File: src/rtl/sdr_seq_pkg.sv
package sdr_seq_pkg;

  localparam int MAX_BL_LOG = 3;
  localparam int BEAT_W     = MAX_BL_LOG + 1;
  localparam int MAX_CL     = 3;

  typedef enum logic [2:0] {
    OP_RD   = 3'd0,
    OP_WR   = 3'd1,
    OP_STOP = 3'd2,
    OP_PRE  = 3'd3,
    OP_MODE = 3'd4
  } host_op_e;

  typedef enum logic [2:0] {
    CMD_NOP   = 3'd0,
    CMD_READ  = 3'd1,
    CMD_WRITE = 3'd2,
    CMD_BSTOP = 3'd3,
    CMD_PRECH = 3'd4,
    CMD_MODE  = 3'd5
  } sdr_cmd_e;

  typedef enum logic [1:0] {
    ST_RUN     = 2'd0,
    ST_MASK    = 2'd1,
    ST_PREWAIT = 2'd2
  } seq_state_e;

  // Beats in a burst for a burst-length code.
  function automatic logic [BEAT_W-1:0] bl_beats(input logic [1:0] code);
    return BEAT_W'(1) << code;
  endfunction

  // CAS latency in clocks for the latency select.
  function automatic int unsigned cl_cycles(input logic cl3);
    return cl3 ? 3 : 2;
  endfunction

endpackage

File: src/rtl/sdr_burst_cnt.sv
module sdr_burst_cnt #(
  parameter int W = 4
) (
  input  logic         clk,
  input  logic         rst,
  input  logic         load,
  input  logic         clear,
  input  logic [W-1:0] len,
  output logic [W-1:0] left
);

  always_ff @(posedge clk) begin
    if (rst)              left <= '0;
    else if (load)        left <= len;
    else if (clear)       left <= '0;
    else if (left != '0)  left <= left - W'(1);
  end

endmodule

File: src/rtl/sdr_rd_tail.sv
module sdr_rd_tail
  import sdr_seq_pkg::*;
#(
  parameter int DEPTH = MAX_CL
) (
  input  logic clk,
  input  logic rst,
  input  logic beat,
  input  logic cl3,
  output logic valid
);

  logic [DEPTH-1:0] pipe_q;
  logic [DEPTH-1:0] pipe_d;

  // A beat enters at the tap that leaves it CL cycles from the bus.
  always_comb begin
    pipe_d = pipe_q >> 1;
    pipe_d[cl_cycles(cl3) - 1] = pipe_d[cl_cycles(cl3) - 1] | beat;
  end

  always_ff @(posedge clk) begin
    if (rst) pipe_q <= '0;
    else     pipe_q <= pipe_d;
  end

  assign valid = pipe_q[0];

endmodule

File: src/rtl/sdr_seq_ctrl.sv
module sdr_seq_ctrl
  import sdr_seq_pkg::*;
#(
  parameter int T_RP  = 2,
  parameter int T_RDL = 1,
  parameter int T_MRD = 2
) (
  input  logic              clk,
  input  logic              rst,
  input  logic              req_valid,
  input  logic [2:0]        req_op,
  input  logic [1:0]        req_bl,
  input  logic              req_cl3,
  input  logic              all_banks_idle,
  input  logic              wr_more,
  output logic              req_ready,
  output logic              req_accept,
  output logic              rd_load,
  output logic              wr_load,
  output logic              rd_clear,
  output logic              wr_clear,
  output logic              intr_wr,
  output logic              mrs_pre,
  output logic [BEAT_W-1:0] burst_len,
  output logic [2:0]        cmd,
  output logic              dqm_all,
  output logic [1:0]        mode_bl,
  output logic              mode_cl3
);

  localparam int WAIT_W = $clog2(T_RP + T_MRD + T_RDL + 1);

  seq_state_e        state_q;
  logic [WAIT_W-1:0] wait_q;
  logic [WAIT_W-1:0] mask_q;
  sdr_cmd_e          cmd_q;
  logic              dqm_q;
  logic [1:0]        bl_q, pend_bl_q;
  logic              cl3_q, pend_cl3_q;
  host_op_e          op;
  logic              kill;

  always_comb begin
    op         = host_op_e'(req_op);
    req_ready  = (state_q == ST_RUN) && (wait_q == '0);
    req_accept = req_valid && req_ready;
    rd_load    = req_accept && (op == OP_RD);
    wr_load    = req_accept && (op == OP_WR);
    kill       = req_accept && (op == OP_STOP || op == OP_PRE || op == OP_MODE);
    rd_clear   = kill || wr_load;
    wr_clear   = kill || rd_load;
    intr_wr    = req_accept && (op == OP_PRE) && wr_more;
    mrs_pre    = req_accept && (op == OP_MODE) && !all_banks_idle;
    burst_len  = bl_beats(bl_q);
  end

  always_ff @(posedge clk) begin
    if (rst) begin
      state_q    <= ST_RUN;
      wait_q     <= '0;
      mask_q     <= '0;
      cmd_q      <= CMD_NOP;
      dqm_q      <= 1'b0;
      bl_q       <= 2'd2;
      cl3_q      <= 1'b0;
      pend_bl_q  <= '0;
      pend_cl3_q <= 1'b0;
    end else begin
      cmd_q <= CMD_NOP;
      dqm_q <= 1'b0;
      if (wait_q != '0) wait_q <= wait_q - WAIT_W'(1);
      case (state_q)
        ST_RUN: if (req_accept) begin
          case (op)
            OP_RD:   cmd_q <= CMD_READ;
            OP_WR:   cmd_q <= CMD_WRITE;
            OP_STOP: cmd_q <= CMD_BSTOP;
            OP_PRE: begin
              if (wr_more) begin
                state_q <= ST_MASK;
                mask_q  <= WAIT_W'(T_RDL);
                dqm_q   <= 1'b1;
              end else begin
                cmd_q  <= CMD_PRECH;
                wait_q <= WAIT_W'(T_RP - 1);
              end
            end
            OP_MODE: begin
              if (all_banks_idle) begin
                cmd_q  <= CMD_MODE;
                bl_q   <= req_bl;
                cl3_q  <= req_cl3;
                wait_q <= WAIT_W'(T_MRD - 1);
              end else begin
                cmd_q      <= CMD_PRECH;
                wait_q     <= WAIT_W'(T_RP - 1);
                pend_bl_q  <= req_bl;
                pend_cl3_q <= req_cl3;
                state_q    <= ST_PREWAIT;
              end
            end
            default: ;
          endcase
        end
        ST_MASK: begin
          dqm_q <= 1'b1;
          if (mask_q == WAIT_W'(1)) begin
            cmd_q   <= CMD_PRECH;
            wait_q  <= WAIT_W'(T_RP - 1);
            state_q <= ST_RUN;
          end else begin
            mask_q <= mask_q - WAIT_W'(1);
          end
        end
        ST_PREWAIT: if (wait_q == '0) begin
          cmd_q   <= CMD_MODE;
          bl_q    <= pend_bl_q;
          cl3_q   <= pend_cl3_q;
          wait_q  <= WAIT_W'(T_MRD - 1);
          state_q <= ST_RUN;
        end
        default: state_q <= ST_RUN;
      endcase
    end
  end

  assign cmd      = cmd_q;
  assign dqm_all  = dqm_q;
  assign mode_bl  = bl_q;
  assign mode_cl3 = cl3_q;

endmodule

File: src/rtl/sdr_burst_seq.sv
module sdr_burst_seq
  import sdr_seq_pkg::*;
#(
  parameter int BYTES = 4,
  parameter int T_RP  = 2,
  parameter int T_RDL = 1,
  parameter int T_MRD = 2
) (
  input  logic             clk,
  input  logic             rst,
  input  logic             req_valid,
  output logic             req_ready,
  input  logic [2:0]       req_op,
  input  logic [1:0]       req_bl,
  input  logic             req_cl3,
  input  logic             all_banks_idle,
  output logic [2:0]       sdr_cmd,
  output logic [BYTES-1:0] sdr_dqm,
  output logic             rd_valid,
  output logic             wr_take,
  output logic [1:0]       mode_bl,
  output logic             mode_cl3
);

  // Named internal events, also observed by the bound checker.
  logic              req_accept;
  logic              rd_load, wr_load, rd_clear, wr_clear;
  logic              intr_wr, mrs_pre;
  logic              dqm_all;
  logic              rd_beat, wr_more;
  logic [BEAT_W-1:0] burst_len;
  logic [BEAT_W-1:0] rd_left, wr_left;

  sdr_seq_ctrl #(.T_RP(T_RP), .T_RDL(T_RDL), .T_MRD(T_MRD)) u_ctrl (
    .clk(clk), .rst(rst), .req_valid(req_valid), .req_op(req_op),
    .req_bl(req_bl), .req_cl3(req_cl3), .all_banks_idle(all_banks_idle),
    .wr_more(wr_more), .req_ready(req_ready), .req_accept(req_accept),
    .rd_load(rd_load), .wr_load(wr_load), .rd_clear(rd_clear),
    .wr_clear(wr_clear), .intr_wr(intr_wr), .mrs_pre(mrs_pre),
    .burst_len(burst_len), .cmd(sdr_cmd), .dqm_all(dqm_all),
    .mode_bl(mode_bl), .mode_cl3(mode_cl3)
  );

  sdr_burst_cnt #(.W(BEAT_W)) u_rd_cnt (
    .clk(clk), .rst(rst), .load(rd_load), .clear(rd_clear),
    .len(burst_len), .left(rd_left)
  );

  sdr_burst_cnt #(.W(BEAT_W)) u_wr_cnt (
    .clk(clk), .rst(rst), .load(wr_load), .clear(wr_clear),
    .len(burst_len), .left(wr_left)
  );

  assign rd_beat = (rd_left != '0);
  assign wr_take = (wr_left != '0);
  assign wr_more = (wr_left > BEAT_W'(1));

  sdr_rd_tail #(.DEPTH(MAX_CL)) u_tail (
    .clk(clk), .rst(rst), .beat(rd_beat), .cl3(mode_cl3), .valid(rd_valid)
  );

  assign sdr_dqm = {BYTES{dqm_all}};

endmodule

File: config.mk
export PLATFORM = sky130hd
export DESIGN_NAME = sdr_burst_seq
export DESIGN_NICKNAME = d
export VERILOG_FILES = /design/src/rtl/sdr_seq_pkg.sv /design/src/rtl/sdr_burst_cnt.sv /design/src/rtl/sdr_rd_tail.sv /design/src/rtl/sdr_seq_ctrl.sv /design/src/rtl/sdr_burst_seq.sv
export SDC_FILE = /design/constraint.sdc
export NUM_CORES = 1
export LEC_CHECK = 0
export BUFFER_PORTS_ARGS = -buffer_cell sky130_fd_sc_hd__buf_4
export CAP_MARGIN = 15
export CORE_MARGIN = 3
export CORE_UTILIZATION = 39
export DETAILED_ROUTE_END_ITERATION = 8
export SYNTH_ARGS = -nofsm -noshare
export SYNTH_HDL_FRONTEND = slang
export SYNTH_SLANG_ARGS = --single-unit
File: constraint.sdc
create_clock -name clk -period 2.08 [get_ports clk]
set_input_delay 0.208 -clock clk [delete_from_list [all_inputs] [get_ports clk]]
set_output_delay 0.208 -clock clk [all_outputs]
set_load 0.02 [all_outputs]
==> flow_summary.yaml, run 1 <==
outcome:
  run_status: "complete, no violations"
sta:
  timing.slew.headroom_pct: 72.4
  timing.fmax_mhz: 508
  final.min_clock_period_ps: 1970
  setup_viol: 0
  final.setup_skew_ps: 5.25
  grt_setup_unrepaired: "false"
  layout_worst_path_cycle_share_pct: 94.6
  post_route_setup_tns_ps: 0
  hold_viol_final: 0
  final-max-slew-violation-count: 0
  slew_worst_pin_ps: 403
  final_worst_path_setup_slack_ps: 111
synth:
  synth_top_flop_cell: "sky130_fd_sc_hd__dfxtp_1"
  syn_area_per_cell_um2: 8.67
  synth.lib_cells_used.distinct: 41
  synthCells: 179
  netlist_area_um2: 1550
  synthesis.nets: 197
  synth-seq-area-share_pct: 37.4
  synthArstFlopShare_pct: 0
  synth-seq-cells: 29
  yosysWarningCount: 0
  synth_edf_count: 0
clock_tree:
  cts_buffers: 5
  clock_sink_count: 29
  cts.clk_slew.worst_paths_ps: 60
  cts_htree_levels: 2
  tritoncts_clock_tree: "done"
  clk_root_buffer_cell: "sky130_fd_sc_hd__clkbuf_8"
  clkLatencyLatePin_ps: 280
  bufs_on_longest_clock_path: 2
  cts_hold_buf: 0
die:
  die_area_um2: 4770
  io-pin-count: 23
  start_util_pct: 41.5
  fp.coreArea_um2: 3740
  rows: 22
  die_height_um: 69.1
  die_w_um: 69.1
routing:
  wl_per_cell_um: 13.8
  final_antenna_net_count: 0
  drt_pass1_iterations: 4
  dr_total_vias: 1311
  drt_drc_violations_left: 0
  routed_via_density: 5.27
  totalWireLength_um: 3450
  drtIter0Drc: 52
worst_setup_path:
  cp_data_arrival_time_ps: 2120
  timing.critical_path.required_ps: 2240
  critPathCaptureType: "flop"
  path_class: "reg2reg"
  kind_of_start_point_of_the_critical_path: "flop"
  crit_path_max_fanout: 10
cells_and_area:
  nNetsFinal: 218
  layout.cells.most_common: "sky130_fd_sc_hd__dfxtp_1"
  final_layout_size_suffix_gt1_share_pct: 20.9
  fillers: 376
  diodes: 0
  layout.cells.non_filler: 249
  final_cell_mix: "29 x sky130_fd_sc_hd__dfxtp_1, 25 x sky130_fd_sc_hd__buf_4, 21 x sky130_fd_sc_hd__nor2_1"
  area_growth_pct: 18.1
  post_route_design_area_um2: 1830
  postLayoutCoreUtil_pct: 49.0
flow_run:
  max_cap_viol_count: 0
global_routing:
  grt_pass1_wl_um: 6020
  globalRoute.totalOverflow: 0
  grt_pass1_vias: 1375
  grt_max_degree: 31
  grt_util_all_layers_pct: 15.7
  grt_antenna_before_repair: 0
power_and_ir_drop:
  powerDensity_nw_per_um2: 1230
  power.leakage_nw: 0.755
  ir_drop_mv: 0.540
place:
  place_hpwl_um: 2520
  post_place_cell_area_um2: 1740
  place.detailed.instances: 241
  numPortBuffers: 22
  replace_congestion: 0.806
  dp_worst_setup_slack_ps: 39.8
min_path:
  hp-class: "in2reg"
state kept, by name, summed over array words and instances (netlist names):
signal	cells
u_ctrl.cmd	3
u_ctrl.pend_bl_q	2
u_ctrl.mode_bl	2
u_tail.pipe_q	3
u_rd_cnt.left	4
u_ctrl.pend_cl3_q	1
u_wr_cnt.left	4
u_ctrl.dqm_all	1
u_ctrl.mask_q	3
u_ctrl.mode_cl3	1
u_ctrl.wait_q	3
u_ctrl.state_q	2
cells by family (layout without fill, tap and decap cells):
kind of cell / Yosys count / count (layout) / synth area share, %
muxes: 4 / 4 / 2.66
xor gates and xnor gates: 6 / 6 / 3.38
adders and majority gates: 8 / 8 / 6.45
AOI/OAI and AO/OA: 36 / 36 / 16.8
and+or+nand+nor: 73 / 73 / 26.3
buffers and inverters: 23 / 45 / 7.09
DFF: 29 / 29 / 37.4
synthesized netlist by cell type, types with 2 or more instances:
library cell	instances	area [um^2]
sky130_fd_sc_hd__dfxtp_1	29	581
sky130_fd_sc_hd__nor2_1	21	78.8
sky130_fd_sc_hd__inv_1	12	45.0
sky130_fd_sc_hd__nand2_1	11	41.3
sky130_fd_sc_hd__a21oi_1	9	45.0
sky130_fd_sc_hd__nor3_1	9	45.0
sky130_fd_sc_hd__ha_1	8	100
sky130_fd_sc_hd__nor2b_1	8	50.1
sky130_fd_sc_hd__a211oi_1	6	45.0
sky130_fd_sc_hd__a22oi_1	6	45.0
sky130_fd_sc_hd__buf_4	6	45.0
sky130_fd_sc_hd__nand2b_1	6	37.5
sky130_fd_sc_hd__clkbuf_1	3	11.3
sky130_fd_sc_hd__mux2i_1	3	30.0
sky130_fd_sc_hd__or3b_2	3	26.3
sky130_fd_sc_hd__xnor2_1	3	26.3
sky130_fd_sc_hd__xor2_1	3	26.3
sky130_fd_sc_hd__a2111oi_0	2	17.5
sky130_fd_sc_hd__a31oi_1	2	12.5
sky130_fd_sc_hd__a32oi_1	2	17.5
sky130_fd_sc_hd__nor3b_1	2	15.0
sky130_fd_sc_hd__nor4_1	2	12.5
sky130_fd_sc_hd__o21bai_1	2	15.0
sky130_fd_sc_hd__or2_2	2	12.5
sky130_fd_sc_hd__or3_1	2	12.5
sky130_fd_sc_hd__or4_1	2	15.0
per-stage QoR:
stage	hold slack [ps]	total power, mW
global route	176	2.43
detailed placement	432	1.80
global placement	430	1.75
CTS	170	2.25
floorplan	352	1.54
finish	178	2.25
final cells by class:
class | count | area (um^2) | area share, %
Multi-Input combinational cell | 127 | 880 | 48.0
Tap cell | 48 | 60.1 | 3.28
Sequential cell | 29 | 581 | 31.7
Inverter | 12 | 45.0 | 2.46
Timing Repair Buffer | 25 | 188 | 10.2
Clock buffer | 8 | 80.1 | 4.37
power breakdown:
| group | total [mW] | internal, mW | switching, mW |
|---|---|---|---|
| logic | 1.05 | 0.457 | 0.590 |
| registers | 0.760 | 0.675 | 0.0852 |
| clock network | 0.439 | 0.237 | 0.202 |
metal layers:
metal / track usage, % / vias to the layer above / wire (um)
li1: - / 671 / -
met1: 18.5 / 605 / 1600
met2: 25.1 / 30 / 1660
met3: 5.98 / 5 / 141
met4: 7.16 / 0 / 46
met5: 0 / - / 0
path summary, 6_finish.rpt:
path | from | depth (start not counted) | slack, ps | end
setup reg to reg | u_ctrl.wait_q[0]$_SDFF_PP0_ | 7 | 110 | u_rd_cnt.left[2]$_SDFFE_PP0P_
hold reg to reg | u_tail.pipe_q[1]$_SDFF_PP0_ | 1 | 450 | u_tail.pipe_q[0]$_SDFF_PP0_
setup / recovery | u_ctrl.wait_q[0]$_SDFF_PP0_ | 7 | 110 | u_rd_cnt.left[2]$_SDFFE_PP0P_
hold / removal | req_bl[0] | 3 | 180 | u_ctrl.pend_bl_q[0]$_SDFFE_PP0P_
worst max-delay path, cell delays in order (launching register included):
cell and delay (ps):
sky130_fd_sc_hd__dfxtp_1 310, sky130_fd_sc_hd__inv_1 80, sky130_fd_sc_hd__ha_1 160, sky130_fd_sc_hd__or3b_4 460, sky130_fd_sc_hd__buf_4 190, sky130_fd_sc_hd__a211o_1 330
sky130_fd_sc_hd__a22oi_1 240, sky130_fd_sc_hd__nor4_1 80
repair_timing:
| action | 4_1_cts | 5_1_grt |
|---|---|---|
| setup buffers | 0 | 0 |
| setup endpoints to repair | 0 | 4 |
| gates resized for setup | 0 | 3 |
Note: power is estimated with default switching activity, not from simulation.
==> run 2: changes to the inputs <==
Settings changed: CORE_ASPECT_RATIO set to 0.5.
==> flow_summary.yaml, run 2 (synthesized netlist as in run 1, its figures left out) <==
outcome:
  run_status: "complete, no violations"
global_routing:
  grt_pass1_vias: 1237
  grt_max_degree: 31
  grt_util_all_layers_pct: 14.7
  globalRoute.totalOverflow: 0
  grt_pass1_wl_um: 5460
  grt_antenna_before_repair: 0
clock_tree:
  clock_sink_count: 29
  clk_root_buffer_cell: "sky130_fd_sc_hd__clkbuf_8"
  cts_post_setup_buffers_inserted: 0
  clkLatencyLatePin_ps: 270
  cts_hold_buf: 0
  cts_htree_levels: 2
  post_cts_resize_count: 0
  cts.clk_slew.worst_paths_ps: 60
  cts_buffers: 5
  tritoncts_clock_tree: "done"
  bufs_on_longest_clock_path: 2
routing:
  drtIter0Drc: 61
  routed_via_density: 5.08
  dr_total_vias: 1274
  wl_per_cell_um: 12.9
  drt_pass1_iterations: 4
  totalWireLength_um: 3250
  drt_drc_violations_left: 0
  final_antenna_net_count: 0
place:
  numPortBuffers: 22
  place_hpwl_um: 2370
  post_place_cell_area_um2: 1730
  replace_congestion: 0.802
cells_and_area:
  final_cell_mix: "28 x sky130_fd_sc_hd__dfxtp_1, 24 x sky130_fd_sc_hd__buf_4, 21 x sky130_fd_sc_hd__nor2_1"
  post_route_design_area_um2: 1820
  area_growth_pct: 17.2
  final_layout_size_suffix_gt1_share_pct: 21.5
  diodes: 0
  nNetsFinal: 217
  reg_top3: "u_rd_cnt.left (4), u_wr_cnt.left (4)"
  fillers: 350
  layout.cells.most_common: "sky130_fd_sc_hd__dfxtp_1"
power_and_ir_drop:
  ir_drop_mv: 0.494
  power.leakage_nw: 0.754
  powerDensity_nw_per_um2: 1200
worst_setup_path:
  path_class: "reg2reg"
  cp_data_arrival_time_ps: 2100
  r2r-end: "u_ctrl.pend_bl_q[1]$_SDFFE_PP0P_"
  kind_of_start_point_of_the_critical_path: "flop"
  crit_path_max_fanout: 13
  crit_path_capture: "u_ctrl.pend_bl_q[1]$_SDFFE_PP0P_"
  timing.critical_path.required_ps: 2230
  r2r_cells: 6
  r2r_slack_ps: 130
  critPathCaptureType: "flop"
  r2r-start: "u_ctrl.wait_q[0]$_SDFF_PP0_"
  startpoint: "u_ctrl.wait_q[0]$_SDFF_PP0_"
die:
  start_util_pct: 42.9
  die_w_um: 95.2
  die_area_um2: 4820
  die_height_um: 50.6
  rows: 15
  io-pin-count: 23
  fp.coreArea_um2: 3620
min_path:
  hold_path_depth: 2
  hp-class: "in2reg"
sta:
  final.setup_skew_ps: 3.13
  grt_setup_unrepaired: "false"
  post_route_setup_tns_ps: 0
  final-max-slew-violation-count: 0
  timing.fmax_mhz: 513
  timing.slew.headroom_pct: 65.3
  final.min_clock_period_ps: 1950
  hold_viol_final: 0
  setup_viol: 0
  layout_worst_path_cycle_share_pct: 93.7
  slew_worst_pin_ps: 507
flow_run:
  max_cap_viol_count: 0
## run 2: worst min-delay path by stage
stage	start	end	slack, ps
after floorplan	req_bl[0]	u_ctrl.pend_bl_q[0]$_SDFFE_PP0P_	350
after global placement	u_tail.pipe_q[1]$_SDFF_PP0_	u_tail.pipe_q[0]$_SDFF_PP0_	420
after detailed placement	u_tail.pipe_q[1]$_SDFF_PP0_	u_tail.pipe_q[0]$_SDFF_PP0_	420
after CTS	req_op[2]	u_ctrl.cmd[1]$_SDFF_PP0_	180
after global routing	req_op[2]	u_ctrl.cmd[1]$_SDFF_PP0_	180
final	req_op[2]	u_ctrl.cmd[1]$_SDFF_PP0_	190
## run 2: worst max-delay path: stages (launching register included)
cell and delay (ps):
sky130_fd_sc_hd__dfxtp_1 310, sky130_fd_sc_hd__inv_1 80, sky130_fd_sc_hd__ha_1 150, sky130_fd_sc_hd__or3b_4 470
sky130_fd_sc_hd__or4_4 580, sky130_fd_sc_hd__mux2i_1 170, sky130_fd_sc_hd__nor2_1 60
## run 2: routing by layer
| layer | global-route usage (%) | up-vias | routed length (um) |
|---|---|---|---|
| met3 | 5.54 | 2 | 102 |
| met2 | 23.6 | 11 | 1460 |
| li1 | - | 668 | - |
| met5 | 0 | - | 0 |
| met1 | 18.1 | 593 | 1660 |
| met4 | 4.78 | 0 | 23 |
## run 2: power breakdown
part	internal (mW)	switching, mW	total (mW)
Combinational	0.431	0.556	0.988
Sequential	0.677	0.0835	0.760
Clock	0.231	0.211	0.443
Total	1.34	0.851	2.19
## run 2: cell type report
class,count,area (um^2),share of cell area [%]
multi-input combinational,127,866,47.6
sequential,29,582,32.0
timing repair buffer,24,180,9.90
clock buffer,6,72.6,3.99
tap,51,63.8,3.51
inverter,12,45.0,2.48
clock inverter,2,10.0,0.550
## run 2: per-stage QoR
stage	util (%)	std cells	power (mW)	worst slack, ps	hold WS (ps)
6_report	50.2	251	2.19	130	187
4_1_cts	50.1	251	2.21	43.9	175
2_1_floorplan	-	179	1.54	240	352
3_3_place_gp	47.8	243	1.75	90.1	416
3_5_place_dp	47.8	243	1.76	59.6	424
5_1_grt	50.2	251	2.37	18.2	180
==> run 3: changes to the inputs <==
Settings changed: CTS_BUF_LIST set to sky130_fd_sc_hd__clkbuf_8.
==> flow_summary.yaml, run 3 (synthesized netlist as in run 1, its figures left out) <==
worst_setup_path:
  r2r_slack_ps: 130
  r2r_cells: 6
  r2r-start: "u_ctrl.wait_q[0]$_SDFF_PP0_"
  crit_path_max_fanout: 13
  cp_data_arrival_time_ps: 2100
  startpoint: "u_ctrl.wait_q[0]$_SDFF_PP0_"
  critPathCaptureType: "flop"
  r2r-end: "u_ctrl.pend_bl_q[1]$_SDFFE_PP0P_"
  path_class: "reg2reg"
  timing.critical_path.required_ps: 2230
  crit_path_capture: "u_ctrl.pend_bl_q[1]$_SDFFE_PP0P_"
  kind_of_start_point_of_the_critical_path: "flop"
die:
  rows: 15
  die_w_um: 95.2
  die_area_um2: 4820
  fp.coreArea_um2: 3620
  start_util_pct: 42.9
  io-pin-count: 23
  die_height_um: 50.6
clock_tree:
  clock_sink_count: 29
  tritoncts_clock_tree: "done"
  clkLatencyLatePin_ps: 270
  bufs_on_longest_clock_path: 2
  cts_htree_levels: 2
  cts_post_setup_buffers_inserted: 0
  cts_buffers: 5
  clk_root_buffer_cell: "sky130_fd_sc_hd__clkbuf_8"
  cts.clk_slew.worst_paths_ps: 60
global_routing:
  globalRoute.totalOverflow: 0
  grt_pass1_wl_um: 5460
  grt_max_degree: 31
  grt_util_all_layers_pct: 14.7
  grt_antenna_before_repair: 0
  grt_pass1_vias: 1237
power_and_ir_drop:
  powerDensity_nw_per_um2: 1200
  power.leakage_nw: 0.758
  ir_drop_mv: 0.494
routing:
  wl_per_cell_um: 12.9
  routed_via_density: 5.07
  drt_drc_violations_left: 0
  dr_total_vias: 1272
  drt_pass1_iterations: 4
  drtIter0Drc: 60
  totalWireLength_um: 3250
  final_antenna_net_count: 0
sta:
  hold_viol_final: 0
  grt_setup_unrepaired: "false"
  final.setup_skew_ps: 3.12
  slew_worst_pin_ps: 507
  timing.slew.headroom_pct: 65.3
  post_route_setup_tns_ps: 0
  setup_viol: 0
  timing.fmax_mhz: 513
  layout_worst_path_cycle_share_pct: 93.6
  final.min_clock_period_ps: 1950
  final-max-slew-violation-count: 0
cells_and_area:
  layout.cells.most_common: "sky130_fd_sc_hd__dfxtp_1"
  reg_top3: "u_rd_cnt.left (4), u_wr_cnt.left (4)"
  nNetsFinal: 217
  multi_input_area_um2: 866
  sequential_cell_area_um2: 582
  post_route_design_area_um2: 1820
  fillers: 350
  final_cell_mix: "28 x sky130_fd_sc_hd__dfxtp_1, 24 x sky130_fd_sc_hd__buf_4, 21 x sky130_fd_sc_hd__nor2_1"
  diodes: 0
  final_layout_size_suffix_gt1_share_pct: 21.5
  area_growth_pct: 17.2
place:
  replace_congestion: 0.802
  numPortBuffers: 22
  place_hpwl_um: 2370
  post_place_cell_area_um2: 1730
outcome:
  run_status: "complete, no violations"
min_path:
  hp-class: "in2reg"
flow_run:
  max_cap_viol_count: 0
==> run 3: cell count changes in the layout (fill, tap and decap cells not counted), sizes merged <==
| cell | delta |
|---|---|
| clkbuf | -1 |
| inv | +1 |
==> run 3: per-layer routing <==
layer	global-route usage, %	wire length [um]	up-vias
li1	-	-	668
met1	18.1	1660	591
met4	4.78	23	0
met5	0	0	-
met2	23.6	1470	11
met3	5.54	102	2
==> run 3: how the worst min path moves through the flow <==
stage	from	end	slack, ps	cells after the start
floorplan	req_bl[0]	u_ctrl.pend_bl_q[0]$_SDFFE_PP0P_	350	2
global placement	u_tail.pipe_q[1]$_SDFF_PP0_	u_tail.pipe_q[0]$_SDFF_PP0_	420	1
detailed placement	u_tail.pipe_q[1]$_SDFF_PP0_	u_tail.pipe_q[0]$_SDFF_PP0_	420	1
CTS	req_op[2]	u_ctrl.cmd[1]$_SDFF_PP0_	170	2
global route	req_op[2]	u_ctrl.cmd[1]$_SDFF_PP0_	180	2
finish	req_op[2]	u_ctrl.cmd[1]$_SDFF_PP0_	180	2
==> run 3: layout make-up <==
class                      instances  share of cell area [%]
clock buffer                       5                    3.78
sequential                        29                    32.0
clock inverter                     3                   0.757
inverter                          12                    2.48
tap                               51                    3.51
multi-input combinational        127                    47.6
timing repair buffer              24                    9.90
==> run 3: where the power goes <==
part	switching, mW	internal, mW	leakage (nW)
Sequential	0.0833	0.677	0.237
Clock	0.212	0.226	0.0491
Combinational	0.554	0.431	0.472
Total	0.849	1.33	0.758
==> run 3: critical path: stages, from the launching register on <==
cell	delay, ps
sky130_fd_sc_hd__dfxtp_1	310
sky130_fd_sc_hd__inv_1	80
sky130_fd_sc_hd__ha_1	150
sky130_fd_sc_hd__or3b_4	470
sky130_fd_sc_hd__or4_4	580
sky130_fd_sc_hd__mux2i_1	170
sky130_fd_sc_hd__nor2_1	60
==> run 3: what timing repair did <==
item	CTS	global route
resized for setup	0	2
hold buffers	0	0
setup endpoints to repair	0	4
==> run 3: through the flow <==
step / power [mW] / setup slack [ps] / utilization [%] / cells / hold slack, ps
5_1_grt: 2.37 / 18.2 / 50.2 / 251 / 180
3_3_place_gp: 1.75 / 90.1 / 47.8 / 243 / 416
6_report: 2.18 / 132 / 50.2 / 251 / 176
2_1_floorplan: 1.54 / 240 / - / 179 / 352
3_5_place_dp: 1.76 / 59.6 / 47.8 / 243 / 424
4_1_cts: 2.20 / 43.9 / 50.1 / 251 / 175
